--- src/rtl/mm_verify_pkg.sv ---
package mm_verify_pkg;
    typedef enum logic [2:0] {
        MM_OFF       = 3'd0,
        MM_INIT      = 3'd1,
        MM_VERIFYING = 3'd2,
        MM_DONE      = 3'd3,
        MM_FAILED    = 3'd4
    } mm_status_e;
endpackage

--- src/rtl/mm_level_edge.sv ---
module mm_level_edge (
    input  logic clk,
    input  logic rst_n,
    input  logic level,
    output logic level_q,
    output logic rise,
    output logic fall
);
    always_ff @(posedge clk) begin
        if (!rst_n) level_q <= 1'b0;
        else        level_q <= level;
    end

    assign rise = level & ~level_q;
    assign fall = ~level & level_q;
endmodule

--- src/rtl/mm_interval_timer.sv ---
module mm_interval_timer #(
    parameter int IVW = 8
) (
    input  logic           clk,
    input  logic           rst_n,
    input  logic           fire_now,
    input  logic           reload,
    input  logic           halt,
    input  logic [IVW-1:0] ival,
    input  logic           tick,
    output logic           expire
);
    logic           armed;
    logic [IVW-1:0] cnt;

    assign expire = armed && (cnt == '0);

    always_ff @(posedge clk) begin
        if (!rst_n) begin
            armed <= 1'b0;
            cnt   <= '0;
        end else if (halt) begin
            armed <= 1'b0;
        end else if (fire_now) begin
            armed <= 1'b1;
            cnt   <= '0;
        end else if (reload) begin
            armed <= 1'b1;
            cnt   <= ival;
        end else if (expire) begin
            armed <= 1'b0;
        end else if (armed && tick) begin
            cnt   <= cnt - IVW'(1);
        end
    end
endmodule

--- src/rtl/mm_verify_fsm.sv ---
module mm_verify_fsm
    import mm_verify_pkg::*;
#(
    parameter int IVW     = 8,
    parameter int RETRIES = 3
) (
    input  logic           clk,
    input  logic           rst_n,
    input  logic           pmac_en,
    input  logic           tx_preempt_en,
    input  logic           verify_en,
    input  logic           cfg_apply,
    input  logic           link_up,
    input  logic [IVW-1:0] verify_ms,
    input  logic           ms_tick,
    input  logic           rx_verify,
    input  logic           rx_response,
    input  logic           tx_verify_done,
    output logic           send_verify,
    output logic           send_response,
    output logic           preempt_on,
    output logic           pmac_irq_en,
    output logic [2:0]     status
);
    localparam int RW = $clog2(RETRIES + 1);

    mm_status_e st, st_n, st_ev;
    logic [RW-1:0] ret, ret_n;
    logic pe_n, ie_n, sv_n, sr_n;
    logic t_now, t_reload, t_halt, t_expire;
    logic link_q, link_rise, link_fall;

    mm_level_edge u_link (
        .clk     (clk),
        .rst_n   (rst_n),
        .level   (link_up),
        .level_q (link_q),
        .rise    (link_rise),
        .fall    (link_fall)
    );

    mm_interval_timer #(.IVW(IVW)) u_timer (
        .clk      (clk),
        .rst_n    (rst_n),
        .fire_now (t_now),
        .reload   (t_reload),
        .halt     (t_halt),
        .ival     (verify_ms),
        .tick     (ms_tick),
        .expire   (t_expire)
    );

    // Status after the packet events of this cycle
    always_comb begin
        st_ev = st;
        if (pmac_en) begin
            if (tx_verify_done && st != MM_DONE) st_ev = MM_VERIFYING;
            if (rx_response && st_ev == MM_VERIFYING) st_ev = MM_DONE;
        end
    end

    // Next-state and output decisions
    always_comb begin
        st_n     = st;
        ret_n    = ret;
        pe_n     = preempt_on;
        ie_n     = pmac_irq_en;
        sv_n     = 1'b0;
        sr_n     = pmac_en & rx_verify;
        t_now    = 1'b0;
        t_reload = 1'b0;
        t_halt   = 1'b0;
        if (link_fall || (link_rise && !pmac_en)) begin
            pe_n   = 1'b0;
            ie_n   = 1'b0;
            t_halt = 1'b1;
        end else if (link_rise || (cfg_apply && link_up)) begin
            if (link_rise) begin
                pe_n = 1'b0;
                ie_n = 1'b1;
            end
            if (!verify_en) begin
                pe_n   = tx_preempt_en;
                ie_n   = pmac_en;
                t_halt = 1'b1;
            end else begin
                st_n  = MM_INIT;
                ret_n = RW'(RETRIES);
                if (pmac_en && tx_preempt_en) t_now  = 1'b1;
                else                          t_halt = 1'b1;
            end
        end else begin
            st_n = st_ev;
            if (t_expire) begin
                unique case (st_ev)
                    MM_INIT, MM_VERIFYING: begin
                        if (ret != '0) begin
                            sv_n     = 1'b1;
                            t_reload = 1'b1;
                            ret_n    = ret - RW'(1);
                        end else begin
                            st_n = MM_FAILED;
                        end
                    end
                    MM_DONE: begin
                        pe_n = 1'b1;
                        ie_n = 1'b1;
                    end
                    default: ;
                endcase
            end
        end
    end

    // State and output registers
    always_ff @(posedge clk) begin
        if (!rst_n) begin
            st            <= MM_OFF;
            ret           <= RW'(RETRIES);
            preempt_on    <= 1'b0;
            pmac_irq_en   <= 1'b0;
            send_verify   <= 1'b0;
            send_response <= 1'b0;
        end else begin
            st            <= st_n;
            ret           <= ret_n;
            preempt_on    <= pe_n;
            pmac_irq_en   <= ie_n;
            send_verify   <= sv_n;
            send_response <= sr_n;
        end
    end

    assign status = st;
endmodule

--- config.mk ---
export PLATFORM = sky130hd
export DESIGN_NAME = mm_verify_fsm
export DESIGN_NICKNAME = d
export VERILOG_FILES = /design/src/rtl/mm_verify_pkg.sv /design/src/rtl/mm_level_edge.sv /design/src/rtl/mm_interval_timer.sv /design/src/rtl/mm_verify_fsm.sv
export SDC_FILE = /design/constraint.sdc
export NUM_CORES = 1
export LEC_CHECK = 0
export BUFFER_PORTS_ARGS = -buffer_cell sky130_fd_sc_hd__buf_2
export CORE_UTILIZATION = 45
export CTS_CLUSTER_DIAMETER = 80
export CTS_CLUSTER_SIZE = 8
export DETAILED_ROUTE_END_ITERATION = 16
export PLACE_DENSITY_LB_ADDON = 0.3
export SKIP_CTS_REPAIR_TIMING = 1
export SYNTH_ARGS = -nofsm -noshare
export SYNTH_HDL_FRONTEND = slang
export SYNTH_SLANG_ARGS = --single-unit
export TNS_END_PERCENT = 50
--- constraint.sdc ---
create_clock -name clk -period 4.25 [get_ports clk]
set_clock_uncertainty 0.1 [all_clocks]
set_input_delay 0.2125 -clock clk [delete_from_list [all_inputs] [get_ports clk]]
set_output_delay 0.2125 -clock clk [all_outputs]
set_load 0.02 [all_outputs]
==> run summary, run 1 <==
The area growth from synthesis to layout works out to 13.4%. For this run, the detailed router's first-pass iteration total came to 4. The HPWL after detailed placement is 2090 µm. The data arrival at the endpoint of the critical path is 2790 ps, and the final-report setup violation count is 0.

The starting utilization of the core area is 48.2%, and the number of global-route vias before repair is 1046. The number of nets in the final layout is 202, and the first-pass GRT wire length is 4570 µm. The logs give 2 for the maximum clock path buffer count and 19 for the total clock sinks.

In this run the cell area measured after placement is 1350 µm². After clock tree synthesis, the clock-pin slew on the worst setup and hold paths is 120 ps. The critical path goes through or4_4, or4_1, or3_4, o21ai_0, a21oi_1, a31o_2. The tools report the end of the worst register-to-register path as u_timer.cnt[1].

Derived from the worst setup path, the maximum achievable clock frequency is 374 MHz. The tool flagged a number of max-cap violations equal to 0. In the routed layout, each cell is associated on average with a via count of 5.88. Entering global routing, the biggest net connects 17 pins.

VDD sags by at most 0.000174 V. The total overflow left after global routing is 0. The critical path is of the flip-flop to flip-flop type. TritonCTS built the clock tree. The congestion estimate from routability-driven global placement came to 0.910. For the data required time of the critical path, the log shows 4360 ps. The tools report the remaining design rule violation count as 0. On the worst path, the slowest cell contributes a delay of 570 ps.

The run gives 0 as the hold violation count in the final report. The worst hold path begins at rx_verify. In this run, the number of DRC markers left after iteration 0 of detailed routing was 43. Detailed routing inserted a total of 1234 vias. The number of clock buffers inserted by TritonCTS was 3. The reg2reg setup slack is 1570 ps, and the die boundary height is 54.0 µm. The worst hold path was traced through 2 stages.

The number of distinct library cells after synthesis was 48. The region available for standard cell placement spans 2520 µm². After layout, the worst setup slack is 1570 ps. Of the available clock period, the critical path in the final layout requires 63.0%. Cells fill 54.7% of the core in the end. The run gives 1 as the count of H-tree levels built during CTS. The worst register-to-register path begins at u_timer.cnt[2]. The synthesized area divided by synthesized cell count was 7.80 µm²; the static leakage was 0.637 nW. The site row count is 18.

The run finished with clean final reports. Headroom to the max-slew limit came out at 48.7%. Pre-CTS setup slack: 1600 ps. The die is 54.0 µm wide. The clock reaches the later pin of the worst-skew pair after 300 ps. The worst setup path is captured at a flip-flop. CTS placed an instance of sky130_fd_sc_hd__clkbuf_4 at the clock tree root. The fraction of final layout cells with drive strength greater than 1 was 20.0%; the total wire length was 2820 µm. For the instance count of the mapped netlist, the log shows 156. Across every metal layer, demand over resource in global routing totals 21.6%. The floorplan step defined a die boundary enclosing 2910 µm². The pin slew with the least headroom to its limit works out to 757 ps.

The worst hold path belongs to the class primary input to flip-flop. For the filler cell count in the final layout, the log shows 236. The run gives 0 as the initial antenna violation count. Setup repair after global routing left no endpoint under its margin. For the worst flop-to-flop path, the logic depth is 6.

The run gives 1380 µm² as the area of all placed cells without fillers. The mapped netlist covers 1220 µm². The minimum clock period after layout came out at 2680 ps.

The number of diodes added for antenna fixing is 0. Number of warnings issued by yosys: 0. The number of synthesized register bits works out to 19. During placement, the flow inserted port buffers numbering 25. The post-detailed-route wirelength per cell came out at 13.4 µm.

The launching element type of the critical path was a flip-flop. When the netlist entered floorplanning its net count stood at 177. The cell area power density was 258 nW/µm²; the part of the Yosys area used for sequential elements was 31.3%. The run gives 26 as the number of primary I/O pins. The design draws 0.356 mW. The largest individual stage delay along the critical path comes from the cell sky130_fd_sc_hd__or4_1. The path with the worst hold slack has its endpoint at send_response.

In this run the worst path has a maximum fanout of 11. The number of nets still failing antenna checks after routing was 0. The logs give 0 for the max-slew violation count and 0 ps for the final total negative setup slack.
through the flow:
stage	hold WS, ps	instances
floorplan	253	156
global placement	348	206
detailed placement	353	206
CTS	28.7	210
global route	40.3	210
finish	39.0	210
Yosys cell counts (all sizes together):
cell type  number  area (µm²)
a32o            1        10.0
nand4           1        6.26
or3             3        23.8
o21a            2        15.0
or4             2        18.8
o211a           2        20.0
nand3b          1        7.51
ha              2        25.0
nor2           12        45.0
o22ai           2        18.8
xor2            4        35.0
o2bb2ai         1        8.76
a211oi          1        7.51
dfxtp          19         380
o221ai          1        8.76
o21ai          16        80.1
nor2b           3        18.8
a22oi           2        15.0
a32oi           1        8.76
a22o            1        8.76
and3            3        18.8
o221a           1        11.3
a41oi           1        8.76
o31ai           1        7.51
clkbuf          3        11.3
inv            12        45.0
o21ba           1        10.0
a31oi           2        12.5
a21oi          12        60.1
nand2b          3        18.8
and2            3        18.8
o311ai          1        8.76
a21boi          2        15.0
nor3            3        15.0
nor4            4        40.0
o211ai          4        30.0
buf             2        16.3
a31o            1        8.76
nand2          14        52.6
nand3           2        10.0
xnor2           3        26.3
a311oi          1        8.76
cell type report:
cell class              count  area [µm²]  area share, %
flip-flops and latches     19         380           27.6
multi-input cells         120         763           55.4
clock inverters             1        5.00          0.363
inverters                  12        45.0           3.27
clock buffers               3        22.5           1.63
well taps                  30        37.5           2.72
repair buffers             25         125           9.07
kinds of logic after synthesis:
| group | synth area share [%] |
|---|---|
| flip-flops | 31.3 |
| AO/OA/AOI/OAI | 31.5 |
| buffers and inverters | 5.97 |
| adder cells (fa/ha/maj) | 2.06 |
| AND/OR/NAND/NOR | 24.2 |
| XOR/XNOR | 5.04 |
how the worst max path moves through the flow:
stage	end	cells past startpoint	from	slack [ps]
final	u_timer.cnt[1]	6	u_timer.cnt[2]	1570
after CTS	u_timer.cnt[1]	6	u_timer.cnt[2]	1580
after floorplan	u_timer.cnt[5]	8	u_timer.cnt[2]	1790
after global placement	u_timer.cnt[1]	6	u_timer.cnt[2]	1660
after detailed placement	u_timer.cnt[1]	6	u_timer.cnt[2]	1600
after global routing	u_timer.cnt[0]	6	u_timer.cnt[2]	1440
sequential cells by signal, indices dropped and copies added, names as in the netlist:
name	flops
ret	2
status	3
preempt_on	1
u_timer.armed	1
u_timer.cnt	8
u_link.level_q	1
send_verify	1
pmac_irq_en	1
send_response	1
cell usage in the layout (no fill, tap or decap), types with 2 or more instances in the layout:
cell                       synthesis  routed
sky130_fd_sc_hd__a21boi_0          2       2
sky130_fd_sc_hd__a21oi_1          12      12
sky130_fd_sc_hd__a22oi_1           2       2
sky130_fd_sc_hd__a31oi_1           2       2
sky130_fd_sc_hd__and2_1            3       3
sky130_fd_sc_hd__and3_1            3       3
sky130_fd_sc_hd__buf_2             1      25
sky130_fd_sc_hd__clkbuf_4          0       3
sky130_fd_sc_hd__dfxtp_1          19      19
sky130_fd_sc_hd__ha_1              2       2
sky130_fd_sc_hd__inv_1            12      12
sky130_fd_sc_hd__nand2_1          14      14
sky130_fd_sc_hd__nand2b_1          3       3
sky130_fd_sc_hd__nand3_1           2       2
sky130_fd_sc_hd__nor2_1           12      12
sky130_fd_sc_hd__nor2b_1           3       3
sky130_fd_sc_hd__nor3_1            3       3
sky130_fd_sc_hd__nor4_1            3       3
sky130_fd_sc_hd__o211a_1           2       2
sky130_fd_sc_hd__o211ai_1          4       4
sky130_fd_sc_hd__o21a_1            2       2
sky130_fd_sc_hd__o21ai_0          13      13
sky130_fd_sc_hd__o21ai_1           3       3
sky130_fd_sc_hd__or3_1             2       2
sky130_fd_sc_hd__xnor2_1           3       3
sky130_fd_sc_hd__xor2_1            4       4
critical path, delay by kind of cell (launching register included):
kind / cells / cell delay (ps)
DFF: 1 / 370
AOI/OAI and AO/OA: 3 / 490
and+or+nand+nor: 3 / 1630
power by group:
group	internal [mW]	switching, mW	total [mW]
Clock	0.0351	0.0610	0.0960
Combinational	0.0295	0.0414	0.0708
Sequential	0.183	0.00628	0.189
Total	0.248	0.109	0.356
routing by layer:
metal | up-vias | global-route usage (%) | wire length [µm]
li1 | 622 | - | -
met1 | 550 | 30.8 | 1310
met2 | 58 | 32.9 | 1230
met3 | 4 | 2.54 | 247
met4 | 0 | 8.12 | 24
met5 | - | 0 | 0
No activity file was read; power rests on OpenSTA's default activity.
==> run 2: changes to the inputs <==
clock period = 2.4 ns   (was 4.25 ns; I/O delays follow)
==> run 2 against run 1 <==
  * The run now ends with setup timing left
  * Flip-flop and latch count stayed put
  * Register-to-register slack worse by 1600 ps
  * Die area stayed put
  * Final cell count is 6.7% higher
  * Sequential share of layout area is 2.5 points lower
  * Via count is 8.9% higher
  * First-iteration DRC count is 2.3% higher
  * Utilization is 5.6 points higher
  * Hold slack worse by 31 ps
  * Clock power is 80% higher
  * Combinational power is 99% higher
  * Clock-buffer cell count is 1 higher
  * Critical endpoint is now u_timer.cnt[3]
==> run summary, run 2 (synthesized netlist as in run 1, its figures left out) <==
Number of nets in the final layout: 216 (was 202). The flow ran to the end, but the final reports show violations. The logs give 0 (unchanged) for the max-slew violation count and 0.449 mW (was 0.248 mW) for the cell internal power dissipation. The number of port buffers came out at 25 (unchanged).

Pre-CTS setup slack: -35.6 ps (was 1600 ps). The worst vdd rail ir drop was 0.000298 V (was 0.000174 V); the switching share of total power was 30.9% (was 30.5%). The share of the clock period used by the worst path after layout is 101% (was 63.0%). The post-detailed-route wirelength per cell works out to 14.6 µm (was 13.4 µm).

Proportion of power drawn by flip-flops and latches: 51.6% (was 53.1%). The hold violation count in the final report was 0 (unchanged). The tools report the first-pass GRT wire length as 5110 µm (was 4570 µm).

Leading cell types in the layout, fill and taps excluded: sky130_fd_sc_hd__buf_2, sky130_fd_sc_hd__dfxtp_1, sky130_fd_sc_hd__nand2_1 (unchanged). The tools report the total wire length as 3260 µm (was 2820 µm). The cell at the root of the clock tree was sky130_fd_sc_hd__clkbuf_4 (unchanged). The tools report the total cell area at the placement stage as 1440 µm² (was 1350 µm²). The number of vias per cell was 6.00 (was 5.88). The hold slack was 7.49 ps (was 39.0 ps).

The logs give 0 (unchanged) for the number of nets still failing antenna checks after routing and 2910 µm² (unchanged) for the die footprint. The part of the power in combinational logic was 21.8% (was 19.9%); the half-perimeter wire length after detailed placement was 2370 µm (was 2090 µm). The leading cell type in the layout, fill and taps excluded was sky130_fd_sc_hd__buf_2 (unchanged). The capturing element type of the critical path is a flip-flop (unchanged). For the iteration-0 DRC count of the detailed router, the log shows 44 (was 43). The area growth from synthesis to layout was 24.9% (was 13.4%); the number of global-route vias before repair was 1159 (was 1046).

The tools report the static leakage as 0.710 nW (was 0.637 nW). The data arrival at the endpoint of the critical path was 2540 ps (was 2790 ps); the pin slew with the least headroom to its limit was 774 ps (was 757 ps). The number of optimization iterations in the first detailed-route pass was 4 (unchanged). The largest register by flop count is u_timer.cnt (unchanged). Remaining design rule violation count: 0 (unchanged). The starting utilization of the core area was 48.2% (unchanged); the maximum clock path buffer count was 2 (unchanged).

The tools report the overall power as 0.649 mW (was 0.356 mW). Cell area power density: 427 nW/µm² (was 258 nW/µm²). The run gives 3 (was 0) as the final-report setup violation count. For the filler cell count in the final layout, the log shows 234 (was 236). The total clock sinks is 19 (unchanged), and the switching power is 0.200 mW (was 0.109 mW).

The peak fanout along the critical path works out to 7 (was 11). The type of the worst setup path was flip-flop to flip-flop (unchanged). The run gives 1344 (was 1234) as the via total after detailed routing. TritonCTS built the clock tree. The max-cap violation count is 0 (unchanged). Post-CTS clock slew at the launch and capture registers of the worst setup and hold paths: 120 ps (about the same). The initial antenna violation count came out at 0 (unchanged). The global-route total usage across every layer was 24.1% (was 21.6%). The die boundary height came out at 54.0 µm (unchanged). Setup repair after global routing could not meet its margin everywhere.

The number of clock buffers inserted by TritonCTS was 3 (unchanged); the minimum clock period after layout was 2430 ps (was 2680 ps). For the data required time of the critical path, the log shows 2520 ps (was 4360 ps). The worst slew margin relative to its limit is 47.8% (was 48.7%), and the number of primary I/O pins is 26 (unchanged).

The final weighted congestion in routability-driven placement is 0.854 (was 0.910), and the latest clock arrival within the worst-skew pair is 310 ps (was 300 ps). Worst hold path class: primary input to flip-flop (unchanged). The run gives 412 MHz (was 374 MHz) as the fmax.

The launching element type of the critical path was a flip-flop (unchanged). The horizontal die dimension is 54.0 µm (unchanged), and the area of all placed cells without fillers is 1520 µm² (was 1380 µm²). The count of H-tree levels built during CTS was 1 (unchanged); the post-layout worst setup margin was -26.7 ps (was 1570 ps). The checks that failed: setup timing. The leftover overflow at the end of global routing came out at 0 (unchanged). The clock group share of total power is 26.7% (was 27.0%). The site row count came out at 18 (unchanged).

The fraction of final layout cells with drive strength greater than 1 was 28.9% (was 20.0%); the core region area was 2520 µm² (unchanged). The flip-flop count of the largest register after layout is 8 (unchanged), and the number of diodes added for antenna fixing is 0 (unchanged). For the pin count of the biggest net entering global routing, the log shows 17 (unchanged).
[run 2: final cells by class]
class / instances / area, µm² / share of cell area, %
Multi-Input combinational cell: 120 / 796 / 52.4
Sequential cell: 19 / 382 / 25.1
Timing Repair Buffer: 39 / 233 / 15.3
Inverter: 12 / 45.0 / 2.97
Tap cell: 30 / 37.5 / 2.47
Clock buffer: 4 / 26.3 / 1.73
[run 2: per-stage QoR]
step | utilization [%] | TNS [ps] | instances
3_5_place_dp | 57.0 | -66.3 | 217
3_3_place_gp | 57.0 | 0 | 217
4_1_cts | 58.1 | -110 | 221
6_report | 60.2 | -50.1 | 224
2_1_floorplan | - | -84.8 | 156
5_1_grt | 60.2 | -224 | 224
[run 2: path summary, 6_finish.rpt]
| kind | from | cells past startpoint | slack (ps) | to |
|---|---|---|---|---|
| worst min-delay path | verify_ms[4] | 3 | 7 | u_timer.cnt[4] |
| worst min register to register | preempt_on | 1 | 380 | preempt_on |
| worst max register to register | u_timer.cnt[5] | 7 | -30 | u_timer.cnt[3] |
| worst max-delay path | u_timer.cnt[5] | 7 | -30 | u_timer.cnt[3] |
[run 2: worst max-delay path: stages, from the launching register on]
cell                      delay, ps
sky130_fd_sc_hd__dfxtp_2        350
sky130_fd_sc_hd__or4_4          520
sky130_fd_sc_hd__or4_4          470
sky130_fd_sc_hd__or3_4          400
sky130_fd_sc_hd__buf_4          160
sky130_fd_sc_hd__nor2_1          80
sky130_fd_sc_hd__o21ai_0         80
sky130_fd_sc_hd__o211a_1        170
[run 2: power groups by stage]
stage          clock, mW  combinational (mW)  sequential (mW)
5_1_grt            0.186               0.156            0.336
4_1_cts            0.177               0.134            0.334
6_report           0.173               0.141            0.335
3_5_place_dp           0               0.133            0.341
2_1_floorplan          0              0.0818            0.344
3_3_place_gp           0               0.131            0.340
[run 2: per-layer routing]
layer	global-route usage [%]	part of all wire [%]
met4	11.1	1.3
met2	37.4	47
met3	3.11	5.9
met5	0	0
met1	32.7	45
==> run 3: changes to the inputs <==
PLACE_DENSITY = 0.79   (was default)
PLACE_DENSITY_LB_ADDON = default   (was 0.3)
==> run 3 against run 2 <==
  * The flow still finishes with violations (setup timing)
  * Wire length increased by 2.8%
  * Highest routed layer unchanged
  * Critical endpoint is now u_timer.cnt[6]
  * Clock-buffer cell count unchanged
  * Hold slack gained 26 ps
==> run summary, run 3 (synthesized netlist as in run 1, its figures left out) <==
The die boundary height was 54.0 µm (unchanged). TritonCTS built the clock tree. The initial antenna violation count is 0 (unchanged), and the via total after detailed routing is 1342 (was 1344). The peak fanout along the critical path was 6 (was 7). The run gives 0 (unchanged) as the remaining design rule violation count. The run gives 213 (was 216) as the number of nets in the final layout. The tools report the total wire length as 3360 µm (was 3260 µm). The launching element type of the critical path was a flip-flop (unchanged). The fmax came out at 410 MHz (was 412 MHz).

Post-detailed-route wirelength per cell: 15.2 µm (was 14.6 µm). The total clock sinks was 19 (unchanged); the number of nets still failing antenna checks after routing was 0 (unchanged). The leftover overflow at the end of global routing was 0 (unchanged). The run finished, with violations left. The number of vias per cell is 6.07 (was 6.00). Cell at the root of the clock tree: sky130_fd_sc_hd__clkbuf_4 (unchanged). The run gives 1440 µm² (about the same) as the total cell area at the placement stage. The starting utilization of the core area was 48.2% (unchanged); the max-slew violation count was 0 (unchanged). The flip-flop count of the largest register after layout was 8 (unchanged); the final total negative setup slack was -70.2 ps (was -50.1 ps). The final-report setup violation count is 3 (unchanged). Leading cell type in the layout, fill and taps excluded: sky130_fd_sc_hd__buf_2 (unchanged).

The maximum clock path buffer count was 2 (unchanged). The worst slew margin relative to its limit came out at 50.0% (was 47.8%). Number of port buffers: 25 (unchanged). The cell area power density is 433 nW/µm² (was 427 nW/µm²), and the post-CTS clock slew at the launch and capture registers of the worst setup and hold paths is 120 ps (about the same). The max-cap violation count was 0 (unchanged); the number of primary I/O pins was 26 (unchanged).

Leading cell types in the layout, fill and taps excluded: sky130_fd_sc_hd__buf_2, sky130_fd_sc_hd__dfxtp_1, sky130_fd_sc_hd__nand2_1 (unchanged). The pin slew with the least headroom to its limit works out to 742 ps (was 774 ps). For the number of diodes added for antenna fixing, the log shows 0 (unchanged). Violated checks: setup timing (unchanged). The capturing element type of the critical path is a flip-flop (unchanged). Setup repair after global routing could not meet its margin everywhere.

Largest register by flop count: u_timer.cnt (unchanged). Type of the worst setup path: flip-flop to flip-flop (unchanged). For the post-layout worst setup margin, the log shows -39.0 ps (was -26.7 ps). Final weighted congestion in routability-driven placement: 0.855 (was 0.854).

The horizontal die dimension was 54.0 µm (unchanged); the area growth from synthesis to layout was 23.0% (was 24.9%). The area of all placed cells without fillers was 1500 µm² (was 1520 µm²); the number of global-route vias before repair was 1160 (was 1159). The tools report the core region area as 2520 µm² (unchanged). The run gives 310 ps (about the same) as the latest clock arrival within the worst-skew pair. The site row count came out at 18 (unchanged). The worst hold path class was primary input to flip-flop (unchanged). For the number of optimization iterations in the first detailed-route pass, the log shows 4 (unchanged).

The minimum clock period after layout is 2440 ps (was 2430 ps). The share of the core filled with cells came out at 59.3% (was 60.2%). The data arrival at the endpoint of the critical path is 2550 ps (was 2540 ps).

The static leakage is 0.700 nW (was 0.710 nW), and the fraction of final layout cells with drive strength greater than 1 is 26.7% (was 28.9%). The iteration-0 DRC count of the detailed router came out at 80 (was 44). The logs give 24.8% (was 24.1%) for the global-route total usage across every layer and -7.09 ps (was -35.6 ps) for the pre-CTS setup slack.

Count of H-tree levels built during CTS: 1 (unchanged). The run gives 2500 µm (was 2370 µm) as the half-perimeter wire length after detailed placement. The share of the clock period used by the worst path after layout works out to 102% (was 101%). The tools report the first-pass GRT wire length as 5230 µm (was 5110 µm). The hold violation count in the final report came out at 0 (unchanged). The tools report the pin count of the biggest net entering global routing as 17 (unchanged). The data required time of the critical path was 2510 ps (was 2520 ps). Number of clock buffers inserted by TritonCTS: 3 (unchanged). The hold slack is 33.6 ps (was 7.49 ps). The logs give 0.000247 V (was 0.000298 V) for the worst vdd rail ir drop and 2910 µm² (unchanged) for the die footprint.
## run 3: changes by cell type in the layout (fill, tap and decap cells not counted)
| cell | previous run | this run |
|---|---|---|
| sky130_fd_sc_hd__nor4_2 | 1 | 0 |
| sky130_fd_sc_hd__buf_6 | 0 | 1 |
| sky130_fd_sc_hd__nor2_1 | 12 | 11 |
| sky130_fd_sc_hd__buf_4 | 13 | 8 |
| sky130_fd_sc_hd__or3_4 | 2 | 1 |
| sky130_fd_sc_hd__o21ai_1 | 3 | 4 |
| sky130_fd_sc_hd__nor4_1 | 2 | 3 |
| sky130_fd_sc_hd__buf_12 | 0 | 1 |
| sky130_fd_sc_hd__or3_1 | 1 | 2 |
| sky130_fd_sc_hd__a41oi_2 | 1 | 0 |
| sky130_fd_sc_hd__o21ai_0 | 12 | 11 |
| sky130_fd_sc_hd__a41oi_1 | 0 | 1 |
| sky130_fd_sc_hd__nor2_2 | 0 | 1 |
## run 3: final timing paths
kind | end | slack (ps) | cells after the start | startpoint
worst min register to register | preempt_on | 370 | 1 | preempt_on
worst min-delay path | u_timer.cnt[4] | 30 | 3 | verify_ms[4]
worst max-delay path | u_timer.cnt[6] | -40 | 8 | u_timer.cnt[5]
worst max register to register | u_timer.cnt[6] | -40 | 8 | u_timer.cnt[5]
## run 3: routing by layer
layer / vias up / global-route usage [%] / part of all wire [%]
met1: 624 / 32.7 / 43
li1: 642 / - / -
met5: - / 0 / 0
met2: 66 / 38.7 / 47
met3: 10 / 4.52 / 7.9
met4: 0 / 11.5 / 1.8
## run 3: layout make-up
class                      instances  area [µm²]
multi-input combinational        120         779
fill                             242        1030
tap                               30        37.5
clock buffer                       4        26.3
timing repair buffer              36         226
sequential                        19         382
inverter                          12        45.0
## run 3: critical path, cell delays in order (launching register included)
cell                       delay (ps)
sky130_fd_sc_hd__dfxtp_2          340
sky130_fd_sc_hd__or4_4            530
sky130_fd_sc_hd__or4_4            460
sky130_fd_sc_hd__buf_12           150
sky130_fd_sc_hd__nor4_4           230
sky130_fd_sc_hd__buf_4            210
sky130_fd_sc_hd__a211oi_2          60
sky130_fd_sc_hd__a32oi_1          190
sky130_fd_sc_hd__nor2_1            50
## run 3: report_power, final
| group | switching [mW] | total (mW) | internal (mW) | leakage (nW) |
|---|---|---|---|---|
| registers | 0.0104 | 0.335 | 0.324 | 0.155 |
| logic | 0.0806 | 0.140 | 0.0592 | 0.530 |
| clock network | 0.108 | 0.173 | 0.0650 | 0.0150 |
| total | 0.199 | 0.648 | 0.448 | 0.700 |
## run 3: through the flow
| step | power (mW) | std cells |
|---|---|---|
| floorplan | 0.426 | 156 |
| global placement | 0.470 | 216 |
| detailed placement | 0.475 | 216 |
| CTS | 0.642 | 220 |
| global route | 0.679 | 221 |
| finish | 0.648 | 221 |
